==> config.mk <==
export PLATFORM = sky130hd
export DESIGN_NAME = spim_ctrl
export DESIGN_NICKNAME = d
export VERILOG_FILES = /design/src/rtl/spim_pkg.sv /design/src/rtl/spim_fifo.sv /design/src/rtl/spim_engine.sv /design/src/rtl/spim_ctrl.sv
export SDC_FILE = /design/constraint.sdc
export NUM_CORES = 2
export LEC_CHECK = 0
export ABC_AREA = 1
export BUFFER_PORTS_ARGS = -buffer_cell sky130_fd_sc_hd__buf_2
export CAP_MARGIN = 15
export CORE_ASPECT_RATIO = 0.75
export CORE_MARGIN = 3
export CORE_UTILIZATION = 39
export DETAILED_ROUTE_END_ITERATION = 10
export GPL_TIMING_DRIVEN = 1
export PLACE_DENSITY_LB_ADDON = 0.3
export SYNTH_ARGS = -nofsm -noshare
export SYNTH_HDL_FRONTEND = slang
export SYNTH_SLANG_ARGS = --single-unit
==> constraint.sdc <==
create_clock -name clk -period 3 [get_ports clk]
set_input_delay 0 -clock clk [delete_from_list [all_inputs] [get_ports clk]]
set_output_delay 0 -clock clk [all_outputs]
set_load 0.01 [all_outputs]
==> src/rtl/spim_pkg.sv <==
package spim_pkg;
    localparam int ADDR_W = 6;

    typedef enum logic [1:0] {
        ST_IDLE,
        ST_LEAD,
        ST_TRAIL,
        ST_DONE
    } eng_state_t;

    localparam logic [ADDR_W-1:0] A_CTRL = 6'h00;
    localparam logic [ADDR_W-1:0] A_STAT = 6'h04;
    localparam logic [ADDR_W-1:0] A_IEN  = 6'h08;
    localparam logic [ADDR_W-1:0] A_IDIS = 6'h0C;
    localparam logic [ADDR_W-1:0] A_MASK = 6'h10;
    localparam logic [ADDR_W-1:0] A_EN   = 6'h14;
    localparam logic [ADDR_W-1:0] A_TXD  = 6'h1C;
    localparam logic [ADDR_W-1:0] A_RXD  = 6'h20;

    localparam int SRC_N = 7;
endpackage

==> src/rtl/spim_fifo.sv <==
module spim_fifo #(
    parameter int DEPTH = 128,
    parameter int W     = 8
) (
    input  logic         clk,
    input  logic         rst_n,
    input  logic         push,
    input  logic [W-1:0] wdata,
    input  logic         pop,
    output logic [W-1:0] rdata,
    output logic         empty,
    output logic         full
);
    localparam int PW = $clog2(DEPTH);

    logic [W-1:0] mem [DEPTH];
    logic [PW-1:0] wp, rp;
    logic [PW:0]   cnt;
    logic          do_push, do_pop;

    assign full    = (cnt == (PW+1)'(DEPTH));
    assign empty   = (cnt == '0);
    assign do_push = push && !full;
    assign do_pop  = pop && !empty;
    assign rdata   = mem[rp];

    always_ff @(posedge clk) begin
        if (do_push) mem[wp] <= wdata;
    end

    always_ff @(posedge clk or negedge rst_n) begin
        if (!rst_n) begin
            wp  <= '0;
            rp  <= '0;
            cnt <= '0;
        end else begin
            if (do_push) wp <= (wp == PW'(DEPTH-1)) ? '0 : wp + 1'b1;
            if (do_pop)  rp <= (rp == PW'(DEPTH-1)) ? '0 : rp + 1'b1;
            cnt <= cnt + (PW+1)'(do_push) - (PW+1)'(do_pop);
        end
    end

    // a push into a full queue leaves the level untouched
    p_no_overflow_r10: assert property (@(posedge clk) disable iff (!rst_n)
        (full && push && !pop) |=> (cnt == $past(cnt)));
    // popping an empty queue leaves it empty
    p_no_underflow_r10: assert property (@(posedge clk) disable iff (!rst_n)
        (empty && pop && !push) |=> empty);
endmodule

==> src/rtl/spim_engine.sv <==
module spim_engine
    import spim_pkg::*;
#(
    parameter int BAUD_W = 3
) (
    input  logic              clk,
    input  logic              rst_n,
    input  logic              run,
    input  logic              start_ok,
    input  logic              cpol,
    input  logic              cpha,
    input  logic [BAUD_W-1:0] baud,
    input  logic              tx_empty,
    input  logic [7:0]        tx_byte,
    output logic              tx_pop,
    input  logic              miso,
    output logic              rx_push,
    output logic [7:0]        rx_byte,
    output logic              sclk,
    output logic              mosi,
    output logic              busy
);
    localparam int CNT_W = 2 ** BAUD_W;

    eng_state_t      st, nxt;
    logic [CNT_W-1:0] cnt;
    logic [CNT_W-1:0] half_m1;
    logic [2:0]       bits_left;
    logic [7:0]       sh_tx, sh_rx;
    logic             tick;

    assign half_m1 = (CNT_W'(1) << baud) - 1'b1;
    assign tick    = (cnt == half_m1);

    always_comb begin
        nxt     = st;
        tx_pop  = 1'b0;
        rx_push = 1'b0;
        unique case (st)
            ST_IDLE: begin
                if (start_ok && !tx_empty) begin
                    nxt    = ST_LEAD;
                    tx_pop = 1'b1;
                end
            end
            ST_LEAD:  if (tick) nxt = ST_TRAIL;
            ST_TRAIL: if (tick) nxt = (bits_left == 3'd0) ? ST_DONE : ST_LEAD;
            ST_DONE: begin
                nxt     = ST_IDLE;
                rx_push = 1'b1;
            end
        endcase
        if (!run) begin
            nxt     = ST_IDLE;
            tx_pop  = 1'b0;
            rx_push = 1'b0;
        end
    end

    always_ff @(posedge clk or negedge rst_n) begin
        if (!rst_n) begin
            st        <= ST_IDLE;
            cnt       <= '0;
            bits_left <= '0;
            sh_tx     <= '0;
            sh_rx     <= '0;
        end else begin
            st  <= nxt;
            cnt <= (nxt != st || st == ST_IDLE) ? '0 : cnt + 1'b1;
            if (tx_pop) begin
                sh_tx     <= tx_byte;
                bits_left <= 3'd7;
            end
            if (st == ST_LEAD && tick && run) sh_rx <= {sh_rx[6:0], miso};
            if (st == ST_TRAIL && tick && run && bits_left != 3'd0) begin
                sh_tx     <= {sh_tx[6:0], 1'b0};
                bits_left <= bits_left - 1'b1;
            end
        end
    end

    always_comb begin
        sclk    = cpol ^ ((st == ST_LEAD && cpha) || (st == ST_TRAIL && !cpha));
        mosi    = sh_tx[7];
        busy    = (st != ST_IDLE);
        rx_byte = sh_rx;
    end

    // a stopped controller is back in IDLE on the next cycle
    p_stop_idle_r6: assert property (@(posedge clk) disable iff (!rst_n)
        !run |=> (st == ST_IDLE));
    // taking a byte from TX always opens the first bit half
    p_start_lead_r7: assert property (@(posedge clk) disable iff (!rst_n)
        tx_pop |=> (st == ST_LEAD));
    // a received byte is handed over only after a completed last bit
    p_push_after_bit_r2: assert property (@(posedge clk) disable iff (!rst_n)
        rx_push |-> ($past(st) == ST_TRAIL));
endmodule

==> src/rtl/spim_ctrl.sv <==
module spim_ctrl
    import spim_pkg::*;
#(
    parameter int FIFO_DEPTH = 128,
    parameter int BAUD_W     = 3,
    parameter int SS_N       = 4
) (
    input  logic              clk,
    input  logic              rst_n,
    input  logic              bus_wr,
    input  logic              bus_rd,
    input  logic [ADDR_W-1:0] bus_addr,
    input  logic [31:0]       bus_wdata,
    output logic [31:0]       bus_rdata,
    output logic              irq,
    output logic              sclk,
    output logic              mosi,
    input  logic              miso,
    output logic [SS_N-1:0]   ss_n
);
    localparam int SS_LO = 10;
    localparam int SS_HI = SS_LO + SS_N - 1;

    logic              c_master, c_cpol, c_cpha, c_mcs, c_mstart;
    logic [BAUD_W-1:0] c_baud;
    logic [SS_N-1:0]   c_sel;
    logic              en_q, go_q, ovf_q, drop_q;
    logic [SRC_N-1:0]  mask_q, stat;

    logic       tx_full, tx_empty, rx_full, rx_empty;
    logic [7:0] tx_dout, rx_dout, rx_byte;
    logic       tx_pop, rx_push, busy, run, start_ok;
    logic       wr_ctrl, wr_stat, wr_ien, wr_idis, wr_en, wr_tx, rd_rx;

    assign wr_ctrl = bus_wr && bus_addr == A_CTRL;
    assign wr_stat = bus_wr && bus_addr == A_STAT;
    assign wr_ien  = bus_wr && bus_addr == A_IEN;
    assign wr_idis = bus_wr && bus_addr == A_IDIS;
    assign wr_en   = bus_wr && bus_addr == A_EN;
    assign wr_tx   = bus_wr && bus_addr == A_TXD;
    assign rd_rx   = bus_rd && bus_addr == A_RXD;

    assign run      = en_q && c_master;
    assign start_ok = !c_mstart || go_q;

    always_ff @(posedge clk or negedge rst_n) begin
        if (!rst_n) begin
            c_master <= 1'b0;
            c_cpol   <= 1'b0;
            c_cpha   <= 1'b0;
            c_baud   <= '0;
            c_sel    <= '1;
            c_mcs    <= 1'b0;
            c_mstart <= 1'b0;
            en_q     <= 1'b0;
            go_q     <= 1'b0;
            ovf_q    <= 1'b0;
            drop_q   <= 1'b0;
            mask_q   <= '0;
        end else begin
            if (wr_ctrl) begin
                c_master <= bus_wdata[0];
                c_cpol   <= bus_wdata[1];
                c_cpha   <= bus_wdata[2];
                c_baud   <= bus_wdata[3 +: BAUD_W];
                c_sel    <= bus_wdata[SS_HI:SS_LO];
                c_mcs    <= bus_wdata[14];
                c_mstart <= bus_wdata[15];
            end
            if (wr_en) en_q <= bus_wdata[0];
            if (wr_ctrl && bus_wdata[16])  go_q <= 1'b1;
            else if (tx_empty && !busy)    go_q <= 1'b0;
            if (rx_push && rx_full)        ovf_q <= 1'b1;
            else if (wr_stat && bus_wdata[0]) ovf_q <= 1'b0;
            if (wr_tx && tx_full)          drop_q <= 1'b1;
            else if (wr_stat && bus_wdata[6]) drop_q <= 1'b0;
            if (wr_ien)       mask_q <= mask_q | bus_wdata[SRC_N-1:0];
            else if (wr_idis) mask_q <= mask_q & ~bus_wdata[SRC_N-1:0];
        end
    end

    spim_fifo #(.DEPTH(FIFO_DEPTH), .W(8)) u_txq (
        .clk(clk), .rst_n(rst_n), .push(wr_tx), .wdata(bus_wdata[7:0]),
        .pop(tx_pop), .rdata(tx_dout), .empty(tx_empty), .full(tx_full)
    );

    spim_fifo #(.DEPTH(FIFO_DEPTH), .W(8)) u_rxq (
        .clk(clk), .rst_n(rst_n), .push(rx_push), .wdata(rx_byte),
        .pop(rd_rx), .rdata(rx_dout), .empty(rx_empty), .full(rx_full)
    );

    spim_engine #(.BAUD_W(BAUD_W)) u_eng (
        .clk(clk), .rst_n(rst_n), .run(run), .start_ok(start_ok),
        .cpol(c_cpol), .cpha(c_cpha), .baud(c_baud),
        .tx_empty(tx_empty), .tx_byte(tx_dout), .tx_pop(tx_pop),
        .miso(miso), .rx_push(rx_push), .rx_byte(rx_byte),
        .sclk(sclk), .mosi(mosi), .busy(busy)
    );

    assign stat = {drop_q, rx_full, !rx_empty, tx_full, !tx_full, 1'b0, ovf_q};
    assign irq  = |(stat & mask_q);
    assign ss_n = (c_mcs || busy) ? c_sel : '1;

    always_comb begin
        bus_rdata = '0;
        if (bus_rd) begin
            unique case (bus_addr)
                A_CTRL: begin
                    bus_rdata[0]           = c_master;
                    bus_rdata[1]           = c_cpol;
                    bus_rdata[2]           = c_cpha;
                    bus_rdata[3 +: BAUD_W] = c_baud;
                    bus_rdata[SS_HI:SS_LO] = c_sel;
                    bus_rdata[14]          = c_mcs;
                    bus_rdata[15]          = c_mstart;
                end
                A_STAT:  bus_rdata[SRC_N-1:0] = stat;
                A_MASK:  bus_rdata[SRC_N-1:0] = mask_q;
                A_EN:    bus_rdata[0] = en_q;
                A_RXD:   bus_rdata[7:0] = rx_empty ? 8'h00 : rx_dout;
                default: bus_rdata = '0;
            endcase
        end
    end

    // the overflow flag rises only when a byte meets a full RX queue
    p_ovf_cause_r11: assert property (@(posedge clk) disable iff (!rst_n)
        $rose(ovf_q) |-> $past(rx_push && rx_full));
    // with no byte in flight the clock rests at the polarity level
    p_idle_level_r3: assert property (@(posedge clk) disable iff (!rst_n)
        !busy |-> (sclk == c_cpol));
    // in automatic select mode the lines are released while idle
    p_auto_release_r5: assert property (@(posedge clk) disable iff (!rst_n)
        (!c_mcs && !busy) |-> (ss_n == '1));
endmodule

### After elaboration in Yosys (flattened, before gate mapping)

Memories as Yosys holds them, arrays and structs flattened.
Cells that the tools add are included.

* add/subtract/negate cells: 11
* equality and inequality tests: 18
* shift operators: 1
* multiplexer cells: 40
* bitwise logic cells: 5
* reductions and logical operators: 50

Operator list (count)
* 2-to-1 mux 7 bit: 6
* 2-to-1 mux 8 bit: 4
* adder 7 x 1 -> 7 bit, second input constant: 4
* equality test 7 bit, second input constant: 4
* logical AND 1 bit: 26
* case mux 5 bit (4 select lines): 1
* equality test 6 x 5 -> 1 bit, second input constant: 3
* adder 8 x 1 -> 8 bit: 2
* equality test 8 bit, second input constant: 2
* zero test 8 bit: 2
* 2-to-1 mux 1 bit: 16
* 2-to-1 mux 16 bit: 1
* subtractor 8 x 1 -> 8 bit: 2
* bitwise AND 7 bit: 2
* equality test 6 x 4 -> 1 bit, second input constant: 2
* nonzero test 2 bit: 6
* 2-to-1 mux 2 bit: 5
* adder 8 x 1 -> 8 bit, second input constant: 1
* equality test 8 bit: 1
* case mux 2 bit (4 select lines): 1
* left shift 1 x 3 -> 8 bit, first input constant: 1
* subtractor 8 x 1 -> 8 bit, second input constant: 1
* zero test 1 bit: 7
* NOT 7 bit: 1
* 19 further kinds: 24

* bits in registers: 96
* bits in writable memories: 2048
* output and inout port bits: 39
* memories: 2

Memory list
* u_rxq.mem: depth 128, bits a word 8, rd ports 1, clocked after memory_dff 0, write ports 1, RTL line spim_fifo.sv:16 `logic [W-1:0] mem [DEPTH];`
* u_txq.mem: depth 128, bits a word 8, rd ports 1, clocked after memory_dff 0, write ports 1, RTL line spim_fifo.sv:16

### Depth between registers and ports, before layout

* depth in word-level cells: 9
* gate-level depth with buffers: 20
* depth with buffers taken out: 19

### Hierarchy

A second synthesis with hierarchy kept.

* cells, all modules: 8976
* area, all modules: 93013.0 µm²

By module, submodules not included
* spim_fifo at u_txq: instances 1, cells each 4271, area an instance 44895.6 µm²
* spim_fifo at u_rxq: instances 1, cells each 4266, area an instance 44861.8 µm²
* spim_ctrl: instances 1, cells each 240, area an instance 1680.4 µm²
* spim_engine: instances 1, cells each 199, area an instance 1575.3 µm²

### Worst setup path after synthesis

No wires, ideal clock.

* kind: register to register
* start: reg u_txq.cnt[2]
* end: reg u_txq.cnt[6]
* data arrival time: 2.925 ns
* setup slack: -0.004 ns
* stages on the path, launching flop included: 20
* path buffers: 1
* cells stage by stage: dfrtp_1 > inv_1 > ha_1 > nand2_1 > nor2_1 > nand3_1 > o21ai_0 > nor2_1 > nand2_1 > inv_1 > buf_2 > ha_1 > inv_1 > ha_1 > inv_1 > fa_1 > o21ai_0 > a21oi_1 > o21ai_0 > xor2_1

* cells in the longest elaborated chain, start to end: 8
* elaborated cells between the ends (all ways): 12

Ends and longest elaborated chain
* start: declaration: RTL line spim_fifo.sv:18 `logic [PW:0] cnt;`
* start signal: assignment: RTL line spim_fifo.sv:39 `cnt <= cnt + (PW+1)'(do_push) - (PW+1)'(do_pop);`
* zero test 8 bit (*): RTL line spim_fifo.sv:22 `assign empty = (cnt == '0);`
* zero test 1 bit (*): RTL line spim_fifo.sv:24, spim_engine.sv:41
* logical AND 1 bit: RTL line spim_engine.sv:41 `if (start_ok && !tx_empty) begin`
* 2-to-1 mux 1 bit: RTL line spim_engine.sv:41
* 2-to-1 mux 1 bit: RTL line spim_engine.sv:39 `unique case (st)`
* 2-to-1 mux 1 bit: RTL line spim_engine.sv:53 `if (!run) begin`
* logical AND 1 bit (*): RTL line spim_fifo.sv:24 `assign do_pop = pop && !empty;`
* net u_txq.do_pop: RTL line spim_fifo.sv:19 `logic do_push, do_pop;`
* subtractor 8 x 1 -> 8 bit (*): RTL line spim_fifo.sv:39

The timed path passes the listed nets; every way through them passes the cells marked *.
A chain may end at the register's enable or synchronous reset.

### Final worst setup path

* start: reg u_rxq.rp[0]
* end: out bus_rdata[6]

* cells in the longest elaborated chain, start to end: 4

Ends and longest elaborated chain
* start: declaration: RTL line spim_fifo.sv:17 `logic [PW-1:0] wp, rp;`
* start signal: assignment: RTL line spim_fifo.sv:38 `if (do_pop) rp <= (rp == PW'(DEPTH-1)) ? '0 : rp + 1'b1;`
* memory (128 x 8 bit)
* 2-to-1 mux 8 bit: RTL line spim_ctrl.sv:120 `A_RXD: bus_rdata[7:0] = rx_empty ? 8'h00 : rx_dout;`
* case mux 1 bit (3 select lines): RTL line spim_ctrl.sv:107 `unique case (bus_addr)`
* 2-to-1 mux 16 bit: RTL line spim_ctrl.sv:106 `if (bus_rd) begin`
* end: declaration: RTL line spim_ctrl.sv:14 `output logic [31:0] bus_rdata,`

No other way between the ends.

==> results.txt <==
The run finished, with violations left. The final reports fail on setup timing. Counting flops with an async set or reset pin after synthesis yields a share of 0.0448. The total of max-cap violations is 0. The number of cells produced by synthesis came out at just under 8k. The site row count came out at 151. The layout-stage area growth over the synthesis result came out at 18.1%. The total area inside the core boundary comes to 0.227 sq mm. The post-synthesis compound-gate area fraction came out at 0.0675. The root cell of the clock tree is sky130_fd_sc_hd__clkbuf_16.

The max-slew violation total from the final report is 0. The critical path buffer and inverter count came out at 6. Yosys mapped a number of flops with a built-in enable equal to 2048. At the pin with the least slew margin, the transition time is 1140 ps. The largest net degree at the start of global routing came out at approximately 130.

At the placement stage, the worst setup path has a slack of 33.7 ps. The synthesized area is between 0.08 and 0.09 sq mm. Of the post-synthesis cell area, the dominant cell type holds 0.687. The floorplan die area came out at 0.235 sq mm. The simple-gate portion of the synthesized area is 0.167. The placed cell count is 11.0k.

The normalized max-slew margin is 0.238. The die outline width came out at 559 um. The mean cell area of the mapped netlist is 11.4 sq um. Setup violations remaining at the end of the flow were counted as 8.

The global placement routability congestion is 0.921. At the worst endpoint, the arrival time is about 3400 ps. The detailed placement HPWL is between 150000 and 200000 um. The top-level port count is 82.

Setup repair after global routing could not meet its margin everywhere. The initial cell density of the core is 0.394. The leakage power is approximately 0.038 uW. Buffers placed on the I/O ports in this run total 46. Traced cell by cell, the critical path runs through buf_12 > clkinv_16 > buf_6 > clkbuf_16 > o21ai_0 > o211ai_1 > nand3_1 > nand2_1 > nand2_1 > nand3_2 > nand3_1 > a21oi_2 > buf_4 > buf_2. The number of global-route vias before repair is between 50k and 60k. Clock tree synthesis found a total of 2144 sinks. The clock reaches the later pin of the worst-skew pair after between 800 and 900 ps. The biggest cell delay along the critical path is 480 ps. The buffer levels on the longest clock path came out at 3. The number of levels the H-tree was split into came out at 4. Power spread over the standard cell area amounts to 720 mW/mm^2. The share of the clock period used by the worst path came out at 1.12. STA classifies the critical path startpoint as a register. The largest family of logic cells by synthesized area is simple AND/OR/NAND/NOR gates. The distinct cell type count after synthesis is 50.

Summing all non-filler instances in the final layout gives an area of around 0.11 sq mm. The post-route worst setup slack came out at -355 ps. The largest fanout of any net on the critical path came out at 13.

The first-pass iteration count of the detailed router came out at 6. The first routing iteration left 7684 violations. The TritonCTS clock tree is done. Yosys attributes the largest share of cell area to sky130_fd_sc_hd__edfxtp_1 (69%), sky130_fd_sc_hd__nand2_1 (6.9%), sky130_fd_sc_hd__nor2_1 (5.3%). The library cells used most frequently in the layout, excluding fill and tap cells, are sky130_fd_sc_hd__edfxtp_1 (2048), sky130_fd_sc_hd__nand2_1 (1596), sky130_fd_sc_hd__nor2_1 (1243), sky130_fd_sc_hd__nand3_1 (649), sky130_fd_sc_hd__o21ai_0 (648). The final worst hold slack came out at 36.1 ps. STA puts the critical path data required time at 3000 ps.

The tightest min-delay check is of the in2reg type. The fmax is 0.298 GHz. The die is 421 um tall. Measured against the total synthesized area, the mux share comes to 0. The clock skew came out at 47.9 ps. The clock transition at the registers of the reported paths is 70 ps. The total routing resource utilization after global routing is 0.212. sky130_fd_sc_hd__edfxtp_1 takes more of the synthesized area than any other cell. The library cell used most frequently in the layout, excluding fill and tap cells, is sky130_fd_sc_hd__edfxtp_1.

The total via count in the routed design came out at 61.9k. The post-placement cell area came out at 0.0959 sq mm. The total of warnings raised by yosys came out at 0.

The routed wire length is 261000 um. The share of final-layout standard cells stronger than drive strength 1 came out at 0.131. The layout has 20.4k filler cells. The highest ir drop seen on vdd came out at about 0.55 mV.

After detailed routing, the number of vias per cell comes to around 5.4. The slowest library cell on the worst path is sky130_fd_sc_hd__dfrtp_4. The global-route wire length before repair came out at 378000 um. The nature of the critical path endpoint is an output port. The residual DRC count came out at 0. TritonCTS created 213 clock buffers.

For the finished layout, the period the worst path requires is 3360 ps. The number of standard cells in the final layout excluding fillers came out at 11.5k. The area share of xor/xnor cells in the synthesized design came out at 0.00235. The post-layout net count came out at roughly 8.4k. The sequential-to-total area share from yosys stat came out at 0.714. The count of nets left with antenna violations after detail routing came out at 0. The global-route congestion overflow total came out at 0. The kind of cell with the highest combined delay along the critical path is buffers and inverters.

In this run, synthesis produced a sequential element count of 2144. By startpoint and endpoint, the worst setup path is classified as reg2out. The number of antenna violations at the first check in global routing was 10. The final-report hold violation count is 0.

The routed wire length per instance came out at 22.6 um. The most used flip-flop cell after synthesis is sky130_fd_sc_hd__edfxtp_1. The adder-cell share of the synthesized area came out at 0.00492.
-- final cells by class --
class | instances | area (sq um) | share of cell area
Inverter | 430 | 1670 | 0.0158
Antenna cell | 6 | 15.0 | 0.000142
Multi-Input combinational cell | 4861 | 22400 | 0.212
Clock inverter | 117 | 1160 | 0.0110
Timing Repair inverter | 4 | 101 | 0.000959
Tap cell | 3060 | 3830 | 0.0362
Clock buffer | 278 | 5760 | 0.0545
Timing Repair Buffer | 629 | 6800 | 0.0643
Sequential cell | 2144 | 64000 | 0.605
-- through the flow --
step           power, uW  setup TNS, ps   util
2_1_floorplan      42600              0      -
3_3_place_gp       48000           -131  0.422
3_5_place_dp       48100              0  0.422
4_1_cts            75400        -100670  0.460
5_1_grt            79300          -3370  0.465
6_report           76100          -2460  0.465
-- logic make-up (layout without fill, tap and decap cells) --
logic type      after synthesis  after routing
simple gates               3683           3683
flops                      2144           2144
compound gates             1102           1102
buf+inv                     897           1458
fa+ha+maj                    34             34
xor+xnor                     24             24
other cells                   1             24
-- Yosys cell counts (6+ instances only) --
master                        n
sky130_fd_sc_hd__buf_6        9
sky130_fd_sc_hd__nand3_2      8
sky130_fd_sc_hd__buf_1       18
sky130_fd_sc_hd__a21oi_1    132
sky130_fd_sc_hd__buf_2      218
sky130_fd_sc_hd__or2_2        8
sky130_fd_sc_hd__and3_1       8
sky130_fd_sc_hd__nor3_1      22
sky130_fd_sc_hd__inv_2        8
sky130_fd_sc_hd__clkinv_1     6
sky130_fd_sc_hd__clkbuf_1   159
sky130_fd_sc_hd__edfxtp_1  2048
sky130_fd_sc_hd__ha_1        32
sky130_fd_sc_hd__buf_4       63
sky130_fd_sc_hd__o21ai_0    690
sky130_fd_sc_hd__o21ai_1     38
sky130_fd_sc_hd__o22ai_1     71
sky130_fd_sc_hd__nand4_1     10
sky130_fd_sc_hd__dfrtp_1     92
sky130_fd_sc_hd__xor2_1      20
sky130_fd_sc_hd__inv_1      415
sky130_fd_sc_hd__nand2_1   1634
sky130_fd_sc_hd__nor2_1    1273
sky130_fd_sc_hd__nand3_1    698
sky130_fd_sc_hd__o211ai_1   150
-- final timing paths --
check	to	slack (ps)	start	cells past startpoint
setup / recovery	bus_rdata[6]	-360	u_rxq.rp[0]	14
hold / removal	u_txq.wp[2]	40	bus_addr[0]	10
setup reg to reg	u_eng.sh_tx[5]	130	u_txq.rp[0]	11
hold reg to reg	u_eng.bits_left[0]	490	u_eng.bits_left[0]	2
max in group asynchronous	u_eng.rx_byte[6]	2240	rst_n	4
min in group asynchronous	c_sel[3]	400	rst_n	3
-- repair_timing --
item | CTS | global route
hold buffers | 55 | 0
setup endpoints to repair | 9 | 1105
setup buffers | 11 | 22
resized for setup | 92 | 212
cloned | 17 | 24
hold endpoints to repair | 1051 | 0
pin swaps | 4 | 61
-- layer usage --
layer | vias to the layer above | wire [um] | global-route usage
met5 | - | 0 | 0
met4 | 0 | 5610 | 0.0504
met3 | 373 | 29500 | 0.0516
met2 | 2992 | 108000 | 0.296
met1 | 30500 | 117000 | 0.329
li1 | 28100 | - | -
-- report_power, final --
group          switching, uW  leakage (uW)  internal [uW]  total [uW]
Sequential               303        0.0187          32800       33100
Combinational          11100        0.0161           5400       16500
Clock                  11500       0.00338          15100       26500
-- worst reg2reg max path, delay by kind of cell, from the launching register on --
family,cells,cell delay [ps]
buffers and inverters,1,300
AND/OR/NAND/NOR,8,1510
flip-flops,1,640
AO/OA/AOI/OAI,2,370
-- flip-flops by register name, summed over array words and instances (netlist names), named ones only --
signal and count:
drop_q 1, c_mstart 1, u_rxq.cnt 8, u_rxq.rp 7
u_rxq.wp 7, u_eng.rx_byte 8, u_rxq.mem 1024, u_eng.st 2
c_mcs 1, c_baud 3, en_q 1, c_cpol 1
c_master 1, c_sel 4, ovf_q 1, u_txq.wp 7
u_txq.rp 7, u_eng.sh_tx 8, u_txq.cnt 8, go_q 1
u_eng.cnt 8, u_eng.bits_left 3, c_cpha 1, u_txq.mem 1024
(Power assumes the default switching activity.)
